===== src/rtl/gpio_pkg.sv =====
package gpio_pkg;

    localparam int LANES   = 16;
    localparam int WORD_W  = 32;

    typedef logic [LANES-1:0] lane_t;

    typedef enum logic [2:0] {
        REG_OVAL  = 3'd0,
        REG_OEN   = 3'd1,
        REG_OAUX1 = 3'd2,
        REG_OAUX2 = 3'd3,
        REG_IEN   = 3'd4,
        REG_IAUX1 = 3'd5,
        REG_INVAL = 3'd6,
        REG_NONE  = 3'd7
    } reg_id_t;

    localparam logic [6:0] OFF_OVAL  = 7'h00;
    localparam logic [6:0] OFF_OEN   = 7'h04;
    localparam logic [6:0] OFF_OAUX1 = 7'h10;
    localparam logic [6:0] OFF_OAUX2 = 7'h14;
    localparam logic [6:0] OFF_IEN   = 7'h20;
    localparam logic [6:0] OFF_INVAL = 7'h30;
    localparam logic [6:0] OFF_IAUX1 = 7'h34;

    typedef struct packed {
        lane_t oval;
        lane_t oen;
        lane_t oaux1;
        lane_t oaux2;
        lane_t ien;
        lane_t iaux1;
    } bank_regs_t;

    function automatic lane_t pick_field(bank_regs_t r, reg_id_t id);
        case (id)
            REG_OVAL:  return r.oval;
            REG_OEN:   return r.oen;
            REG_OAUX1: return r.oaux1;
            REG_OAUX2: return r.oaux2;
            REG_IEN:   return r.ien;
            REG_IAUX1: return r.iaux1;
            default:   return '0;
        endcase
    endfunction

endpackage


===== src/rtl/gpio_decode.sv =====
module gpio_decode
    import gpio_pkg::*;
#(
    parameter int ADDR_W    = 8,
    parameter int NUM_BANKS = 2
) (
    input  logic                 clk,
    input  logic                 rst_n,
    input  logic                 wr,
    input  logic [ADDR_W-1:0]    addr,
    output reg_id_t              reg_id,
    output logic                 bank_idx,
    output logic [NUM_BANKS-1:0] bank_wr
);
    localparam int OFF_W = ADDR_W - 1;

    logic [OFF_W-1:0] off;

    always_comb begin
        off      = addr[OFF_W-1:0];
        bank_idx = addr[ADDR_W-1];
        case (off)
            OFF_W'(OFF_OVAL):  reg_id = REG_OVAL;
            OFF_W'(OFF_OEN):   reg_id = REG_OEN;
            OFF_W'(OFF_OAUX1): reg_id = REG_OAUX1;
            OFF_W'(OFF_OAUX2): reg_id = REG_OAUX2;
            OFF_W'(OFF_IEN):   reg_id = REG_IEN;
            OFF_W'(OFF_INVAL): reg_id = REG_INVAL;
            OFF_W'(OFF_IAUX1): reg_id = REG_IAUX1;
            default:           reg_id = REG_NONE;
        endcase
        bank_wr = '0;
        if (wr && reg_id != REG_NONE && reg_id != REG_INVAL) begin
            bank_wr[bank_idx] = 1'b1;
        end
    end

    // at most one bank receives any write
    a_r5_one_bank: assert property (@(posedge clk) disable iff (!rst_n)
        $onehot0(bank_wr));

endmodule


===== src/rtl/gpio_bank.sv =====
module gpio_bank
    import gpio_pkg::*;
#(
    parameter logic [LANES-1:0] LANE_MASK = '1
) (
    input  logic              clk,
    input  logic              rst_n,
    input  logic              wr_en,
    input  reg_id_t           wr_reg,
    input  logic [WORD_W-1:0] wr_data,
    output bank_regs_t        regs_q
);
    bank_regs_t state_d;
    bank_regs_t state_q;
    lane_t      set_m;
    lane_t      clr_m;

    function automatic lane_t apply(lane_t cur, lane_t s, lane_t c);
        return (cur | s) & ~c;
    endfunction

    always_comb begin
        state_d = state_q;
        set_m   = wr_data[LANES-1:0] & LANE_MASK;
        clr_m   = wr_data[WORD_W-1:LANES];
        if (wr_en) begin
            case (wr_reg)
                REG_OVAL:  state_d.oval  = apply(state_q.oval,  set_m, clr_m);
                REG_OEN:   state_d.oen   = apply(state_q.oen,   set_m, clr_m);
                REG_OAUX1: state_d.oaux1 = apply(state_q.oaux1, set_m, clr_m);
                REG_OAUX2: state_d.oaux2 = apply(state_q.oaux2, set_m, clr_m);
                REG_IEN:   state_d.ien   = apply(state_q.ien,   set_m, clr_m);
                REG_IAUX1: state_d.iaux1 = apply(state_q.iaux1, set_m, clr_m);
                default:   state_d = state_q;
            endcase
        end
    end

    always_ff @(posedge clk) begin
        if (!rst_n) begin
            state_q <= '0;
        end else begin
            state_q <= state_d;
        end
    end

    assign regs_q = state_q;

    // any clear request leaves the addressed bit at 0
    a_r4_clear_wins: assert property (@(posedge clk) disable iff (!rst_n)
        (wr_en && wr_reg != REG_NONE && wr_reg != REG_INVAL)
        |=> ((pick_field(state_q, $past(wr_reg)) & $past(wr_data[WORD_W-1:LANES])) == '0));

    // an unopposed set request on an allowed pin leaves the bit at 1
    a_r2_set_sticks: assert property (@(posedge clk) disable iff (!rst_n)
        (wr_en && wr_reg != REG_NONE && wr_reg != REG_INVAL)
        |=> ((pick_field(state_q, $past(wr_reg)) & $past(wr_data[LANES-1:0] & ~wr_data[WORD_W-1:LANES] & LANE_MASK))
             == $past(wr_data[LANES-1:0] & ~wr_data[WORD_W-1:LANES] & LANE_MASK)));

    // without a mapped write the bank state holds
    a_r7_hold: assert property (@(posedge clk) disable iff (!rst_n)
        (!wr_en) |=> $stable(state_q));

    // masked pins stay 0 in every register
    a_r10_masked_zero: assert property (@(posedge clk) disable iff (!rst_n)
        ((state_q.oval | state_q.oen | state_q.oaux1 | state_q.oaux2 |
          state_q.ien | state_q.iaux1) & ~LANE_MASK) == '0);

endmodule


===== src/rtl/banked_gpio.sv =====
module banked_gpio
    import gpio_pkg::*;
#(
    parameter int          ADDR_W   = 8,
    parameter logic [31:0] PIN_MASK = 32'h0F7F_FFFF
) (
    input  logic              clk,
    input  logic              rst_n,
    input  logic              bus_wr,
    input  logic [ADDR_W-1:0] bus_addr,
    input  logic [31:0]       bus_wdata,
    output logic [31:0]       bus_rdata,
    input  logic [31:0]       pad_in,
    output logic [31:0]       pad_out,
    output logic [31:0]       pad_oe
);
    localparam int NUM_BANKS = 2;
    localparam int PINS      = NUM_BANKS * LANES;

    reg_id_t              reg_id;
    logic                 bank_idx;
    logic [NUM_BANKS-1:0] bank_wr;
    bank_regs_t           regs [NUM_BANKS];
    logic [PINS-1:0]      oval_all;
    logic [PINS-1:0]      oen_all;
    bank_regs_t           sel_regs;
    lane_t                sel_pads;
    lane_t                sel_mask;

    gpio_decode #(
        .ADDR_W    (ADDR_W),
        .NUM_BANKS (NUM_BANKS)
    ) u_decode (
        .clk      (clk),
        .rst_n    (rst_n),
        .wr       (bus_wr),
        .addr     (bus_addr),
        .reg_id   (reg_id),
        .bank_idx (bank_idx),
        .bank_wr  (bank_wr)
    );

    for (genvar b = 0; b < NUM_BANKS; b++) begin : g_bank
        gpio_bank #(
            .LANE_MASK (PIN_MASK[b*LANES +: LANES])
        ) u_bank (
            .clk     (clk),
            .rst_n   (rst_n),
            .wr_en   (bank_wr[b]),
            .wr_reg  (reg_id),
            .wr_data (bus_wdata),
            .regs_q  (regs[b])
        );
        assign oval_all[b*LANES +: LANES] = regs[b].oval;
        assign oen_all[b*LANES +: LANES]  = regs[b].oen;
    end

    always_comb begin
        pad_oe   = oen_all;
        pad_out  = oval_all & oen_all;
        sel_regs = regs[bank_idx];
        sel_pads = bank_idx ? pad_in[PINS-1:LANES] : pad_in[LANES-1:0];
        sel_mask = bank_idx ? PIN_MASK[PINS-1:LANES] : PIN_MASK[LANES-1:0];
        case (reg_id)
            REG_NONE:  bus_rdata = '0;
            REG_INVAL: bus_rdata = {16'h0, sel_pads & sel_regs.ien & sel_mask};
            default:   bus_rdata = {16'h0, pick_field(sel_regs, reg_id)};
        endcase
    end

    // a pad never shows a 1 unless it is driven
    a_r8_out_needs_oe: assert property (@(posedge clk) disable iff (!rst_n)
        (pad_out & ~pad_oe) == '0);

    // masked pins never drive
    a_r10_no_drive: assert property (@(posedge clk) disable iff (!rst_n)
        (pad_oe & ~PIN_MASK) == '0);

    // upper half of read data is always zero
    a_r6_upper_zero: assert property (@(posedge clk) disable iff (!rst_n)
        bus_rdata[31:16] == 16'h0);

endmodule


===== config.mk =====
export PLATFORM = sky130hd
export DESIGN_NAME = banked_gpio
export DESIGN_NICKNAME = d
export VERILOG_FILES = /design/src/rtl/gpio_pkg.sv /design/src/rtl/gpio_decode.sv /design/src/rtl/gpio_bank.sv /design/src/rtl/banked_gpio.sv
export SDC_FILE = /design/constraint.sdc
export NUM_CORES = 1
export LEC_CHECK = 0
export BUFFER_PORTS_ARGS = -buffer_cell sky130_fd_sc_hd__buf_2
export CORE_ASPECT_RATIO = 0.5
export CORE_MARGIN = 1
export CORE_UTILIZATION = 56
export CTS_CLUSTER_DIAMETER = 60
export DETAILED_ROUTE_END_ITERATION = 8
export PLACE_DENSITY = 0.81
export SLEW_MARGIN = 10
export SYNTH_ARGS = -nofsm -noshare
export SYNTH_HDL_FRONTEND = slang
export SYNTH_HIERARCHICAL = 1
export SYNTH_SLANG_ARGS = --single-unit

===== constraint.sdc =====
create_clock -name clk -period 3.89 [get_ports clk]
set_input_delay 0.5835 -clock clk [delete_from_list [all_inputs] [get_ports clk]]
set_output_delay 0.5835 -clock clk [all_outputs]
set_load 0.02 [all_outputs]

[Word level (Yosys, flattened, before mapping)]
Cells that the tools add are included.
Widths: inputs -> output; s select.
Cells by class
  mux-type cells: 11
  $lt $le $gt $ge: 3
  eq/ne operators: 15
  bitwise logic cells: 29
  reductions and logical operators: 17
Operators with widths (count)
  $mux 96: 3
  $and 16x16->16: 14
  $or 16x12->16: 6
  $or 16x16->16: 6
  $pmux 16 s6: 1
  $and 32x32->32: 1
  $mux 16: 2
  $pmux 16 s2: 1
  $reduce_and 2->1: 12
  $eq 7x6->1 const B: 3
  $pmux 3 s7: 1
  $not 16->16: 1
  $eq 7x5->1 const B: 2
  $eq 3x3->1 const B: 4
  $eq 7x3->1 const B: 1
  $logic_not 7->1: 1
  $eq 3x2->1 const B: 2
  $ne 3x3->1 const B: 2
  $eq 3x1->1 const B: 1
  $logic_and 1x1->1: 3
  $logic_not 3->1: 1
  $ge 2x2->1 const B: 1
  $lt 1x2->1 const B: 1
  $mux 2: 1
  other kinds (4): 4
Word-level totals
  input port bits: 75
  register bits after elaboration: 192

[Longest topological paths before layout]
Gate-level depths: netlist (run 1).
  depth after elaboration: 7
  mapped depth: 8
  mapped depth without buffers: 5

[By module]
The synthesis (run 1) kept the hierarchy.
Modules (own cells, without submodules)
  gpio_bank (g_bank[0].u_bank): cells an instance 328, instances 1, area an instance 3437.0 sq um, sequential area each 1921.8 sq um
  gpio_bank (g_bank[1].u_bank): cells an instance 322, instances 1, area an instance 3279.4 sq um, sequential area each 1921.8 sq um
  banked_gpio: cells an instance 274, instances 1, area an instance 2169.6 sq um, sequential area each 0.0 sq um
  gpio_decode: cells an instance 13, instances 1, area an instance 92.6 sq um, sequential area each 0.0 sq um

[Least setup slack after synthesis (run 1)]
OpenSTA, ideal clock, no wires.
  path type: input port to output port
  start point: input bus_addr[2]
  end point: output bus_rdata[1]
  stages: 7
  buffers on the path: 2
  data required time: 3.306 ns
  setup slack: 0.293 ns
  data arrival time: 3.013 ns
  cells stage by stage: and3_1 > o21ai_0 > buf_4 > nand3b_2 > buf_2 > o22ai_1 > or4_1
Between the ends
  cells in the longest elaborated chain, start to end: 5
Ends and longest elaborated chain
  start, declared: line banked_gpio.sv:10  | input logic [ADDR_W-1:0] bus_addr,
  $eq 7x6->1, or another cell as far along: line gpio_decode.sv:22  | case (off)
  $pmux 3 s7 (*): line gpio_decode.sv:22
  net reg_id[1]: line banked_gpio.sv:20  | reg_id_t reg_id;
  $eq 3x3->1, or another cell as far along: line gpio_pkg.sv:37  | case (id)
  $pmux 16 s6: line gpio_pkg.sv:37
  $pmux 16 s2 (*): line banked_gpio.sv:64  | case (reg_id)
  end, declared: line banked_gpio.sv:12  | output logic [31:0] bus_rdata,
The timed path passes the listed nets; every way through them passes the cells marked *.

[Worst setup path in the final report (run 1)]
  start point: input bus_addr[1]
  end point: output bus_rdata[7]
Same word-level chain as after synthesis.

==> impl_results.md, run 1 <==
* MaxCap Viol Count at 0
* Final hold slack at 0.432 ns
* Final #Nets at 1,121
* Maximum level of the CTS H-tree at 4
* Max-slew violation count at 0
* Max reg flops at 192
* Die Ht at 91.5 µm
* Final TNS setup at 0 ns
* CTS resizes at 0
* Worst Path Arrival at 3.11 ns
* Max incr delay on CP at 0.62 ns
* Die area at 16,600 µm²
* Outcome: finished clean
* Fillers at 1,241
* Antenna cells at 0
* Synth Warn # at 6
* Io pins at 171
* Switch share at 25.8%
* CP max-delay cell: or4_1
* Clock Tree Root: clkbuf_16
* Final hold violations at 0
* Fin Clk Skew at 0 ns
* Starting DRT DRC Count at 737
* Max_slew headroom at 29.0%
* Die W at 181 µm
* Post-CTS setup buffer count at 0
* Via density at 6.53
* RSZ-0062 raised after global routing: no
* Clk buf depth at 2
* CP dominant cell by count: buf_2
* Static leakage at 3.91 nW
* Remaining antenna violation count at 0
* Yosys top cell area share at 42.8%
* Worst Hold End: g_bank[1].u_bank/regs_q[12]
* Critical Path RT at 3.31 ns
* Cells after Synth at 937
* CTS tree: done
* Synth unique cells at 39
* Detailed placement HPWL at 16,100 µm
* Syn avg cell area at 9.58 µm²
* Final setup violation count at 0
* Fmax at 271 MHz
* Site Rows at 32
* Setup crit end kind: output pin
* Clk sinks at 192
* Peak VDD IR at 0.000294 V
* Seq/Total Area, Yosys at 42.8%
* Clk pin slew, worst setup/hold paths at 0.07 ns
* Final std cells w/o fill at 1,262
* Worst reg2reg path depth at 2
* RR Endpoint: g_bank[0].u_bank/regs_q[18]
* Crit path depth at 8
* Gr usage total at 31.7%
* Total Wirelength at 26,300 µm
* Crit path time final at 3.69 ns
* Crit path max fanout at 16
* Post-synth top area cell: dfxtp_1
* R2R Path Start: g_bank[0].u_bank/regs_q[18]
* Hold path cells at 2
* Critical path, cell by cell: buf_2 -> nor4_2 -> nand2b_1 -> buf_4 -> nand3b_2 -> o22ai_1 -> or4_1 -> buf_2
* Largest net degree at the start of global routing at 67
* Layout cells sized above 1 at 22.7%
* Area after DPL at 9680 µm²
* Mapped Area at 8980 µm²
* RePlAce Congestion at 0.856
* Buf/Inv on CP at 3
* Hold Path Class: reg2reg
* Worst reg2reg setup slack at 3.08 ns
* Cell Count Post-Placement at 1,231
* Clock share of power at 43.2%
* Grt total ovfl at 0
* Crit Path Class: in2out
* Vias after detailed routing at 8,242
* Psw at 1.00 mW
* Area grow syn2layout at 14.0%
* Finished layout cell area at 10,200 µm²
* Worst min-delay path startpoint: g_bank[1].u_bank/regs_q[12]
* Synth area leaders: dfxtp_1 (43%), a211oi_1 (13%), mux2i_1 (11%)
* Port bufs at 149
* Pwr/cell area at 378 nW/µm²
* Clock buffers created by TritonCTS at 17
* Vias in the first global route at 7,745
* Clk_lat worst skew at 0.43 ns
* First-pass GRT wire length at 41,400 µm
* Flops & latches, synth at 192
* Post-DR wirelength/cell at 20.8 µm
* Period utilisation layout at 94.9%
* Initial Util at 57.8%
* DRC at 0
* Final core utilization at 65.9%
* Gate power share at 6.1%
* Family with the most delay on the worst path: simple AND/OR/NAND/NOR gates
* Reg power frac at 50.7%
* Worst-Margin Slew at 1.06 ns
* Internal Power at 2.87 mW
* Initial antenna violation count at 0
* DR pass1 iterations at 5
* Core Box Area at 15,500 µm²
* CP startpoint kind: primary input
* Hold-fix buffers at CTS at 0
-- cells in the mapped netlist (all sizes together) --
master	number
nand3b	5
clkbuf	21
a32o	3
o21ai	1
mux2i	101
or4	17
o22ai	45
and2	32
or3b	3
buf	81
nand2	31
conb	1
a2111oi	1
nand2b	5
a21oi	193
nor4bb	2
nor2	2
xor2	1
nor4	1
nor4b	2
or3	1
and3	4
clkinv	1
dfxtp	192
a211oi	163
mux2	3
nor3	12
and4bb	4
nor3b	2
inv	2
and4b	4
and3b	1
-- worst register-to-register path, delay by kind of cell, from the launching register on --
| family | cells | cell delay (ns) |
|---|---|---|
| compound gates | 2 | 0.35 |
| flops | 1 | 0.37 |
-- area by class of cell --
class | instances | area (µm²) | share of cell area [%]
Clock buffer | 17 | 425 | 4.16
Inverter | 3 | 11.3 | 0.110
Clock inverter | 14 | 123 | 1.20
Sequential cell | 192 | 3840 | 37.6
Multi-Input combinational cell | 655 | 4580 | 44.7
Timing Repair Buffer | 177 | 1000 | 9.77
Tap cell | 204 | 255 | 2.49
-- how the worst max path moves through the flow --
stage | from | end | slack, ns
after floorplan | bus_addr[2] | bus_rdata[1] | 0.29
after CTS | bus_addr[1] | bus_rdata[7] | 0.08
after global placement | bus_addr[1] | bus_rdata[7] | 0.14
final | bus_addr[1] | bus_rdata[7] | 0.20
after detailed placement | bus_addr[1] | bus_rdata[7] | 0.11
after global routing | bus_addr[1] | bus_rdata[7] | 0.13
-- stage by stage --
stage                     setup WS [ns]  power [mW]
after CTS                        0.0819        3.87
after detailed placement          0.113        2.24
after global placement            0.136        2.24
after floorplan                   0.293        2.14
after global routing              0.130        3.97
final                             0.197        3.87
-- layer usage --
metal | track usage (%) | part of all wire [%]
met2 | 54.1 | 48
met1 | 40.5 | 43
met4 | 10.6 | 1.8
met5 | 0 | 0
met3 | 5.66 | 7.6
-- cell families after synthesis --
kind of cell,after synthesis,share of synthesized area [%]
other,1,0.0418
buffers and inverters,105,7.29
DFF,192,42.8
muxes,104,11.6
and+or+nand+nor,128,9.32
xor gates and xnor gates,1,0.0976
AOI/OAI and AO/OA,406,28.8
-- placed cells by master, fill, tap and decap left out, drive strengths merged, types with 3 or more instances in the layout --
cell      Yosys  routed
conb          1      16
nand2b        5       5
a21oi       193     193
and4b         4       4
o22ai        45      45
clkinvlp      0       3
nand3b        5       5
or4          17      17
clkbuf       21      17
a32o          3       3
inv           2      11
or3b          3       3
nand2        31      31
buf          81     177
mux2          3       3
nor3         12      12
and4bb        4       4
a211oi      163     163
and2         32      32
dfxtp       192     192
mux2i       101     101
and3          4       4
clkinv        1       3
-- power by group through the flow --
stage | Clock, mW | Combinational, mW | Sequential [mW]
2_1_floorplan | 0 | 0.125 | 2.01
3_3_place_gp | 0 | 0.227 | 2.01
3_5_place_dp | 0 | 0.229 | 2.01
4_1_cts | 1.68 | 0.230 | 1.96
5_1_grt | 1.76 | 0.248 | 1.96
6_report | 1.67 | 0.235 | 1.96
(Power assumes the default switching activity.)
==> run 2, diff against run 1 <==
Settings changed: CELL_PAD_IN_SITES_DETAIL_PLACEMENT set to 0, CELL_PAD_IN_SITES_GLOBAL_PLACEMENT set to 2, CORE_UTILIZATION 56 to 34, PLACE_DENSITY 0.81 to not set, PLACE_DENSITY_LB_ADDON set to 0.1.
==> run 2 against run 1 <==
First-iteration DRC count decreased by 23%; core utilization decreased by 24 points; clock power increased by 3%; fmax increased by 6.1%; power increased by 1.7%; register-to-register slack got worse by 0.03 ns; count of clock-buffer cells in the layout increased by 7; combinational power increased by 8%; largest power group unchanged; highest routed layer unchanged.
==> impl_results.md, run 2 (synthesized netlist as in run 1, its figures left out) <==
* DR pass1 iterations at 5 (unchanged)
* Peak VDD IR at 0.000288 V (-2.3%)
* Remaining antenna violation count at 0 (unchanged)
* Gr usage total at 22.7% (-9.0 points)
* Core Box Area at 25,500 µm² (+64%)
* Crit path max fanout at 10 (-6)
* Setup crit end kind: output pin
* Site Rows at 41 (+28%)
* DRC at 0 (unchanged)
* Antenna cells at 0 (unchanged)
* Clock Tree Root: clkbuf_16
* WL met1 at 14,700 µm (+31%)
* Vias after detailed routing at 7,934 (-3.7%)
* Initial antenna violation count at 0 (unchanged)
* Most common cell after layout, fill and taps aside: dfxtp_1
* Critical Path RT at 3.31 ns (about the same)
* Outcome: finished clean
* Maximum level of the CTS H-tree at 4 (unchanged)
* Detailed placement HPWL at 20,700 µm (+28%)
* Total Wirelength at 30,400 µm (+15%)
* Via density at 5.59 (-14%)
* WL met3 at 1190 µm (-41%)
* Register area at 3840 µm² (unchanged)
* Clk pin slew, worst setup/hold paths at 0.07 ns (about the same)
* Final std cells w/o fill at 1,419 (+12%)
* CTS resizes at 0 (unchanged)
* Grt total ovfl at 0 (unchanged)
* Static leakage at 4.04 nW (+3.2%)
* Max reg flops at 192 (unchanged)
* Final #Nets at 1,140 (+1.7%)
* Port bufs at 149 (unchanged)
* Final hold slack at 0.430 ns (-0.00191 ns)
* Multi-input logic area at 4590 µm² (+0.30%)
* Clk buf depth at 2 (unchanged)
* Top Layer Used: met4
* Io pins at 171 (unchanged)
* Fmax at 287 MHz (+6.1%)
* First-pass GRT wire length at 45,800 µm (+11%)
* RePlAce Congestion at 0.784 (-8.4%)
* Final setup violation count at 0 (unchanged)
* Area grow syn2layout at 18.5%
* CTS tree: done
* Worst Path Arrival at 2.90 ns (-0.21 ns)
* Fillers at 2,569 (+110%)
* Worst-Margin Slew at 0.895 ns (-0.168 ns)
* Post-CTS setup buffer count at 0 (unchanged)
* Clock buffers created by TritonCTS at 17 (unchanged)
* Initial Util at 35.1% (-23 points)
* Clk sinks at 192 (unchanged)
* Hold Path Class: reg2reg
* Crit path time final at 3.48 ns (-0.212 ns)
* Max_slew headroom at 40.3% (+11 points)
* WL met2 at 14,200 µm (+13%)
* Die W at 232 µm (+28%)
* Crit Path Class: in2out
* Clk_lat worst skew at 0.45 ns (+0.02 ns)
* Final TNS setup at 0 ns (unchanged)
* CP startpoint kind: primary input
* Commonest cells after routing, fill and taps aside: dfxtp_1 (192), a21oi_1 (189), a211oi_1 (153)
* Fin Clk Skew at 0 ns (unchanged)
* Pwr/cell area at 370 nW/µm² (-2.2%)
* Post-DR wirelength/cell at 21.4 µm (+2.7%)
* RSZ-0062 raised after global routing: no
* MaxCap Viol Count at 0 (unchanged)
* Largest net degree at the start of global routing at 67 (unchanged)
* Die area at 27,100 µm² (+64%)
* Die Ht at 117 µm (+28%)
* Final core utilization at 41.6% (-24 points)
* Hold-fix buffers at CTS at 0 (unchanged)
* Period utilisation layout at 89.5% (-5.5 points)
* Final hold violations at 0 (unchanged)
* Max-slew violation count at 0 (unchanged)
* Cell Count Post-Placement at 1,390 (+13%)
* Vias in the first global route at 7,494 (-3.2%)
* Layout cells sized above 1 at 23.9% (+1.2 points)
* Starting DRT DRC Count at 566 (-23%)
[run 2: cell count changes in the layout (fill, tap and decap cells not counted), moves of 2 or more]
| cell | change |
|---|---|
| clkbuf_8 | +5 |
| buf_4 | +14 |
| clkinv_2 | +2 |
| nand2b_1 | -2 |
| clkinv_4 | -2 |
| inv_6 | -5 |
| buf_12 | +5 |
| clkbuf_1 | +2 |
| inv_8 | -3 |
| nand2b_2 | +2 |
[run 2: final timing paths]
| kind | from | to | slack, ns | depth (start not counted) |
|---|---|---|---|---|
| setup / recovery | bus_addr[1] | bus_rdata[7] | 0.41 | 9 |
| hold reg to reg | g_bank[1].u_bank/regs_q[31] | g_bank[1].u_bank/regs_q[31] | 0.43 | 2 |
| setup reg to reg | g_bank[0].u_bank/regs_q[72] | g_bank[0].u_bank/regs_q[72] | 3.05 | 2 |
| hold / removal | g_bank[1].u_bank/regs_q[31] | g_bank[1].u_bank/regs_q[31] | 0.43 | 2 |
[run 2: power by group]
part / internal (mW) / switching, mW / leakage, nW
Clock: 0.955 / 0.763 / 0.270
Sequential: 1.96 / 0.0000820 / 1.55
Combinational: 0.0742 / 0.180 / 2.22
Total: 2.99 / 0.943 / 4.04
[run 2: layout make-up]
| type | instances | share of cell area (%) |
|---|---|---|
| clock inverter | 5 | 0.517 |
| multi-input combinational | 655 | 43.1 |
| sequential | 192 | 36.1 |
| timing repair buffer | 196 | 11.3 |
| clock buffer | 24 | 4.72 |
| tap | 344 | 4.05 |
| inverter | 3 | 0.118 |
[run 2: through the flow]
step	instance area (µm²)	power (mW)	setup slack [ns]
after detailed placement	10100	2.26	0.142
after floorplan	9030	2.14	0.293
after global placement	10100	2.26	0.133
final	10600	3.94	0.409
after global routing	10600	4.08	0.259
after CTS	10600	3.99	0.133
[run 2: routing by layer]
layer,track usage (%),vias up
met5,0,-
met4,5.57,0
li1,-,3815
met3,3.78,22
met2,37.7,192
met1,30.9,3905
[run 2: worst max-delay path, stage by stage]
cell,delay [ns]
buf_2,0.11
nor4_2,0.46
o21ai_2,0.24
buf_4,0.23
or3b_1,0.19
buf_4,0.20
o22ai_1,0.10
or4_1,0.58
buf_2,0.20
==> run 3, diff against run 2 <==
Settings changed: CORE_ASPECT_RATIO 0.5 to 2.
==> run 3 against run 2 <==
Register-to-register slack gained 0.03 ns; non-clock buffer count shrank 10; global-route usage grew 2.7 points; core utilization shrank 0.72 points; critical endpoint is now bus_rdata[5].
==> impl_results.md, run 3 (synthesized netlist as in run 1, its figures left out) <==
* Outcome: finished clean
* Worst reg2reg setup slack at 3.08 ns (+0.03 ns)
* Clk pin slew, worst setup/hold paths at 0.07 ns (about the same)
* Critical Path RT at 3.31 ns (about the same)
* Final hold slack at 0.431 ns (+0.000175 ns)
* Peak VDD IR at 0.000293 V (+1.8%)
* Detailed placement HPWL at 23,800 µm (+15%)
* Area after DPL at 9930 µm² (-1.3%)
* Max reg flops at 192 (unchanged)
* Fmax at 282 MHz (-1.9%)
* Hold-fix buffers at CTS at 0 (unchanged)
* Clk sinks at 192 (unchanged)
* Worst Path Arrival at 2.97 ns (+0.07 ns)
* DR pass1 iterations at 5 (unchanged)
* Final std cells w/o fill at 1,408 (-0.78%)
* Initial antenna violation count at 0 (unchanged)
* Io pins at 171 (unchanged)
* Max_slew headroom at 40.7% (+0.42 points)
* Port bufs at 149 (unchanged)
* Worst Hold End: g_bank[1].u_bank/regs_q[23]
* Worst setup margin at 0.341 ns (-0.0672 ns)
* Gr usage total at 25.4% (+2.7 points)
* Clk_lat worst skew at 0.45 ns (about the same)
* Post-DR wirelength/cell at 23.7 µm (+11%)
* Max-slew violation count at 0 (unchanged)
* Crit Path Class: in2out
* Remaining antenna violation count at 0 (unchanged)
* Crit path time final at 3.55 ns (+0.0672 ns)
* Grt total ovfl at 0 (unchanged)
* Layout cells sized above 1 at 23.3% (-0.59 points)
* MaxCap Viol Count at 0 (unchanged)
* Site Rows at 83 (+100%)
* Worst reg2reg path depth at 2 (unchanged)
* Initial Util at 34.9% (-0.28 points)
* Setup crit end kind: output pin
* Post-CTS setup buffer count at 0 (unchanged)
* Static leakage at 3.99 nW (-1.2%)
* RR Endpoint: g_bank[1].u_bank/regs_q[72]
* Worst min-delay path startpoint: g_bank[1].u_bank/regs_q[23]
* Largest net degree at the start of global routing at 78 (+16%)
* Total Wirelength at 33,400 µm (+10%)
* Die Ht at 232 µm (+98%)
* Clock Tree Root: clkbuf_16
* CTS tree: done
* Crit path max fanout at 12 (+2)
* CP startpoint kind: primary input
* Vias after detailed routing at 7,834 (-1.3%)
* Fin Clk Skew at 0 ns (unchanged)
* Final hold violations at 0 (unchanged)
* DRC at 0 (unchanged)
* Core Box Area at 25,800 µm² (+0.81%)
* Period utilisation layout at 91.2% (+1.7 points)
* Via density at 5.56 (-0.49%)
* Starting DRT DRC Count at 469 (-17%)
* Maximum level of the CTS H-tree at 4 (unchanged)
* First-pass GRT wire length at 48,800 µm (+6.6%)
* Cell Count Post-Placement at 1,376 (-1.0%)
* Area grow syn2layout at 17.4%
* Clock buffers created by TritonCTS at 17 (unchanged)
* Placement Setup Slack at 0.391 ns (+0.249 ns)
* Final core utilization at 40.9% (-0.72 points)
* Final TNS setup at 0 ns (unchanged)
* Tot Pwr at 4.03 mW (+2.4%)
* Die area at 27,100 µm² (about the same)
* R2R Path Start: g_bank[1].u_bank/regs_q[72]
* Most common cell after layout, fill and taps aside: dfxtp_1
* RePlAce Congestion at 0.814 (+3.9%)
* RSZ-0062 raised after global routing: no
* Final #Nets at 1,130 (-0.88%)
* Clk buf depth at 2 (unchanged)
* Final setup violation count at 0 (unchanged)
* CTS resizes at 0 (unchanged)
* Hold path cells at 2 (unchanged)
* Vias in the first global route at 7,575 (+1.1%)
* Pwr/cell area at 382 nW/µm² (+3.4%)
* Finished layout cell area at 10,500 µm² (-0.93%)
* Antenna cells at 0 (unchanged)
* Die W at 117 µm (-50%)
* Hold Path Class: reg2reg
* Worst-Margin Slew at 0.889 ns (-0.00625 ns)
* Commonest cells after routing, fill and taps aside: dfxtp_1 (192), a21oi_1 (189), a211oi_1 (153)
run 3: cell count changes in the layout (fill, tap and decap cells not counted), sizes merged:
| cell | delta |
|---|---|
| clkinv | +2 |
| clkbuf | +1 |
| buf | -10 |
run 3: worst max-delay path by stage:
| stage | cells after the start | from | endpoint |
|---|---|---|---|
| 2_1_floorplan | 7 | bus_addr[2] | bus_rdata[1] |
| 3_3_place_gp | 9 | bus_addr[1] | bus_rdata[5] |
| 3_5_place_dp | 9 | bus_addr[1] | bus_rdata[5] |
| 4_1_cts | 9 | bus_addr[1] | bus_rdata[5] |
| 5_1_grt | 9 | bus_addr[1] | bus_rdata[8] |
| 6_report | 9 | bus_addr[1] | bus_rdata[5] |
run 3: routing by layer:
metal  up-vias  part of all wire, %  global-route usage, %
li1       3801                    -                      -
met1      3777                   37                   26.8
met2       219                   56                   48.4
met3        37                  3.5                   4.05
met4         0                  3.5                   10.3
met5         -                    0                      0
run 3: area by class of cell:
class / instances / area, µm²
repair buffers: 186 / 1080
multi-input cells: 655 / 4570
fillers: 2715 / 15200
clock buffers: 25 / 536
clock inverters: 7 / 72.6
well taps: 340 / 425
inverters: 3 / 12.5
flip-flops and latches: 192 / 3840
run 3: power breakdown:
group / switching [mW] / internal [mW]
logic: 0.192 / 0.0719
registers: 0.0000832 / 1.96
clock network: 0.782 / 1.02
total: 0.975 / 3.06
run 3: critical path, cell delays in order:
cell and delay (ns):
buf_2 0.10, nor4_1 0.28, buf_4 0.18, nand2b_1 0.26
or3b_1 0.42, buf_4 0.25, o22ai_1 0.10, or4_1 0.59
buf_2 0.19
